$ cat config.mk
export PLATFORM = sky130hd
export DESIGN_NAME = hz_decode
export DESIGN_NICKNAME = d
export VERILOG_FILES = /design/src/rtl/hz_pkg.sv /design/src/rtl/hz_decode.sv
export SDC_FILE = /design/constraint.sdc
export NUM_CORES = 1
export LEC_CHECK = 0
export ABC_AREA = 1
export CAP_MARGIN = 20
export CORE_AREA = 4 4 41 43
export DETAILED_ROUTE_END_ITERATION = 6
export DIE_AREA = 0 0 45 47
export PLACE_DENSITY = 0.7
export RECOVER_POWER = 100
export SYNTH_ARGS = -nofsm -noshare
export SYNTH_HDL_FRONTEND = slang
export SYNTH_SLANG_ARGS = --single-unit
$ cat constraint.sdc
create_clock -name vclk -period 0.8
set_input_delay 0.16 -clock vclk [all_inputs]
set_output_delay 0.16 -clock vclk [all_outputs]
set_load 0.01 [all_outputs]
$ cat src/rtl/hz_pkg.sv
package hz_pkg;

    localparam int CLS_W     = 5;
    localparam int NUM_RULES = 7;

    // rule bit positions in the hazard vector (lowest has priority)
    localparam int RB_MEMSCAL = 0;
    localparam int RB_SMEMVAL = 1;
    localparam int RB_CMPPERM = 2;
    localparam int RB_EXECWAR = 3;
    localparam int RB_LDSBR   = 4;
    localparam int RB_BROFS   = 5;
    localparam int RB_FLATOFS = 6;

    typedef enum logic [CLS_W-1:0] {
        C_VALU    = 5'd0,
        C_VNOP    = 5'd1,
        C_VCMP    = 5'd2,
        C_PERM    = 5'd3,
        C_SALU    = 5'd4,
        C_SSKIP   = 5'd5,
        C_SVER    = 5'd6,
        C_SOPP    = 5'd7,
        C_BRANCH  = 5'd8,
        C_SMEM    = 5'd9,
        C_VMEM    = 5'd10,
        C_FLAT    = 5'd11,
        C_GLOBAL  = 5'd12,
        C_SCRATCH = 5'd13,
        C_DS      = 5'd14,
        C_WLGKM   = 5'd15,
        C_WCNT    = 5'd16,
        C_WVS     = 5'd17,
        C_WDEP    = 5'd18
    } cls_e;

    typedef struct packed {
        logic valu;
        logic vnop;
        logic vcmp;
        logic perm;
        logic salu;
        logic salu_clr;
        logic smem;
        logic memrd;
        logic vmx;
        logic ds;
        logic branch;
        logic flat;
        logic wait_any;
        logic vs_zero;
        logic dep_clear;
    } dec_t;

endpackage

$ cat src/rtl/hz_decode.sv
module hz_decode
    import hz_pkg::*;
#(
    parameter int          IMM_W   = 16,
    parameter logic [15:0] DEP_CLR = 16'hFFFE
) (
    input  logic [CLS_W-1:0] cls,
    input  logic [IMM_W-1:0] imm,
    output dec_t             dec
);
    cls_e c;

    always_comb begin
        c             = cls_e'(cls);
        dec           = '0;
        dec.valu      = (c == C_VALU) || (c == C_VNOP) || (c == C_VCMP) || (c == C_PERM);
        dec.vnop      = (c == C_VNOP);
        dec.vcmp      = (c == C_VCMP);
        dec.perm      = (c == C_PERM);
        dec.salu      = (c == C_SALU) || (c == C_SSKIP) || (c == C_SVER);
        dec.salu_clr  = (c == C_SALU) || (c == C_WLGKM);
        dec.smem      = (c == C_SMEM);
        dec.vmx       = (c == C_VMEM) || (c == C_GLOBAL) || (c == C_SCRATCH);
        dec.ds        = (c == C_DS);
        dec.flat      = (c == C_FLAT);
        dec.memrd     = dec.vmx || dec.ds || dec.flat;
        dec.branch    = (c == C_BRANCH);
        dec.wait_any  = (c == C_WLGKM) || (c == C_WCNT) || (c == C_WVS) || (c == C_WDEP);
        dec.vs_zero   = (c == C_WVS) && (imm == '0);
        dec.dep_clear = (c == C_WDEP) && (imm == DEP_CLR[IMM_W-1:0]);
    end

endmodule

[Word-level counts from Yosys, hierarchy flattened]
Cells that the tools add are included.
W data, S select, Z words.
Storage, ports and cells
  flip-flop bits (word level): 0
  latch bits: 0
  RAM bits: 0
  bits in read-only memories: 0
  input bits: 21
  output and inout port bits: 15
  word-level logic and storage cells: 35
  memories: 0
Operators by class
  $add $sub $neg: 0
  multiply operators: 0
  div/mod/pow operators: 0
  magnitude comparators: 0
  eq/ne operators: 18
  shift operators: 0
  mux-type cells: 0
  bitwise operators: 0
  reduce and logical (&&, ||, !) cells: 17
Operator list (number)
  $eq A5 B4 Y1 const B: 8
  $eq A16 B16 Y1 const B: 1
  $logic_not A16 Y1: 1
  $eq A5 B3 Y1 const B: 3
  $eq A5 B5 Y1 const B: 3
  $logic_or A1 B1 Y1: 13
  $eq A5 B2 Y1 const B: 2
  $eq A5 B1 Y1 const B: 1
  $logic_not A5 Y1: 1
  $logic_and A1 B1 Y1: 2

[Depth between registers and ports, before layout]
  depth in word-level cells: 5
  mapped depth: 7
  mapped depth without buffers: 7

[Worst setup path before layout]
Ideal clock, no wire load.
  kind: in2out
  start: in cls[0]
  end: out dec[7] in the netlist's numbering
  arrival time: 0.792 ns
  required time: 0.640 ns
  slack: -0.152 ns
  cell stages on the path: 5
  path buffers: 0
  cells stage by stage: inv_1 nand2_1 nor3_1 nor2_1 nand2_1
RTL lines
  from (decl): line hz_decode.sv:7  | input logic [CLS_W-1:0] cls,
  to (decl): line hz_decode.sv:9  | output dec_t dec

==> results.sh <==
export IMPL_worstPathCellList="buf_8, buf_6, nor2_4, nand2_4, nor2_4, nor2_1, nand2_2, buf_6"
export IMPL_synthSimpleGateAreaFrac_pct=74.2
export IMPL_dp_hpwl_um=1110
export IMPL_flops_and_latches=0
export IMPL_syn_avg_cell_area_um2=3.95
export IMPL_crit_path_start_kind="input port"
export IMPL_critPathSlowestCell="buf_8"
export IMPL_rows=13
export IMPL_fp_coreArea_um2=1300
export IMPL_fin_crit_ns=1.01
export IMPL_path_class="input port to output pin"
export IMPL_grt_pass1_wl_um=2250
export IMPL_crit_path_end_kind="output pin"
export IMPL_n_clock_buffer=0
export IMPL_muxShareOfSynthArea_pct=0
export IMPL_power_density_nw_per_um2=428
export IMPL_synthTopCellsByArea="nor2_1 (32%), nand2_1 (27%), inv_1 (23%), nand3_1 (8.3%), o21ai_0 (3.3%)"
export IMPL_regArea_um2=0
export IMPL_grt_start_max_net_pins=6
export IMPL_synth_area_um2=300
export IMPL_status="complete, but fails checks"
export IMPL_max_stage_delay_ns=0.11
export IMPL_avgViaCountPerCell=4.36
export IMPL_yosysSeqAreaShare_pct=0
export IMPL_worst_hold_slack_ns=0.587
export IMPL_cts_hold_fix_buffers=0
export IMPL_antenna_cells=0
export IMPL_maxCapViolations=0
export IMPL_hold_viol_final=0
export IMPL_routedWlPerCell_um=10.2
export IMPL_rsz0062_at_grt="true"
export IMPL_fmax_ghz=0.988
export IMPL_overflow=0
export IMPL_worstMarginPinSlew_ns=0.130
export IMPL_synth_warnings=0
export IMPL_grt_pass1_vias=575
export IMPL_arrival_ns=0.85
export IMPL_cp_required_ns=0.64
export IMPL_ant_nets=0
export IMPL_antenna_found_initial=0
export IMPL_first_pass_iters=2
export IMPL_n_fill_cell=129
export IMPL_synth_distinct_cells=8
export IMPL_power_leakage_nw=0.482
export IMPL_die_w_um=45
export IMPL_via_count=598
export IMPL_finalWorstSetupSlack_ns=-0.212
export IMPL_drcViolationCount=0
export IMPL_path_buf_inv=3
export IMPL_synth_top_area_share_pct=32.5
export IMPL_holdCritPathClass="input port to output pin"
export IMPL_synth_compound_area_share_pct=3.33
export IMPL_routabilityCongestion=0.785
export IMPL_layout_commonest_cell="buf_2"
export IMPL_final_cell_mix="buf_2 (24), nand2_1 (16), nor2_1 (14)"
export IMPL_syn_to_final_growth_pct=186
export IMPL_crit_fanout=4
export IMPL_die_y_um=47
export IMPL_synthAdderAreaFrac_pct=0
export IMPL_synth_nets=97
export IMPL_violations="setup timing"
export IMPL_drtIter0Drc=2
export IMPL_portBuffers=36
export IMPL_drive_above_1_share_pct=64.8
export IMPL_slew_viol_final=0
export IMPL_setup_viol_count_final=15
export IMPL_slew_headroom_pct=91.3
export IMPL_io_pins=36
export IMPL_synth_top_family_by_area="simple AND/OR/NAND/NOR gates"
export IMPL_critPathTopFamily="simple AND/OR/NAND/NOR gates"
export IMPL_period_share_pct=126
export IMPL_grt_usage_pct=13.6
export IMPL_synth_cells=76
export IMPL_synth_xor_area_share_pct=0
export IMPL_place_ws_ns=-1.14
export IMPL_dieArea_um2=2120
export IMPL_initial_core_util_pct=23.1
export IMPL_synth_area_leader_cell="nor2_1"
export IMPL_wl_um=1400
export IMPL_ir_drop_mv=0.197
export IMPL_layout_nets=145
==> cells in the mapped netlist <==
| cell | count |
|---|---|
| inv_1 | 18 |
| nand2_1 | 22 |
| nand3_1 | 5 |
| nand4_1 | 1 |
| nor2_1 | 26 |
| nor3_1 | 1 |
| o21ai_0 | 2 |
| or2_0 | 1 |
==> power breakdown <==
group / leakage, nW / total (mW) / switching (mW) / internal (mW)
Sequential: 0 / 0 / 0 / 0
Combinational: 0.482 / 0.367 / 0.181 / 0.187
Clock: 0 / 0 / 0 / 0
==> through the flow <==
step           power, mW   TNS, ns  utilization, %  std cells  instance area [um^2]
4_1_cts            0.292     -2.29            54.8        134                   713
3_5_place_dp       0.290    -15.60            58.1        132                   756
6_report           0.367     -1.81            66.0        137                   858
5_1_grt            0.400     -2.56            66.0        137                   858
3_3_place_gp       0.286    -15.43            58.1        132                   756
2_1_floorplan     0.0969  -0.00798               -         76                   339
==> cells by family (layout without fill, tap and decap cells) <==
family,count (synthesis),after routing
simple gates,56,56
compound gates,2,2
buf+inv,18,64
==> final cells by class <==
type	instances	area, um^2	share of cell area (%)
Tap cell	15	18.8	2.19
Multi-Input combinational cell	58	380	44.3
Timing Repair Buffer	46	362	42.1
Inverter	18	97.6	11.4
==> worst paths after layout <==
check	startpoint	to	slack, ns	cells past startpoint
max	cls[2]	dec[7]	-0.21	8
min	cls[4]	dec[5]	0.59	3
==> repair_timing <==
item                                    in CTS  in global routing
gates resized for setup                    164                 41
pin swaps                                   33                 18
endpoints found under the setup margin      15                 15
buffers inserted                             2                  3
hold endpoints to repair                     0                  0
==> metal layers <==
| metal | part of all wire (%) | wire [um] | global-route usage, % | vias up |
|---|---|---|---|---|
| met5 | 0 | 0 | 0 | - |
| met4 | 0 | 0 | 0 | 0 |
| met3 | 13 | 185 | 4.21 | 0 |
| met2 | 52 | 727 | 25.1 | 23 |
| met1 | 35 | 487 | 16.3 | 257 |
| li1 | - | - | - | 318 |
Power figures use the tool's default switching activity.
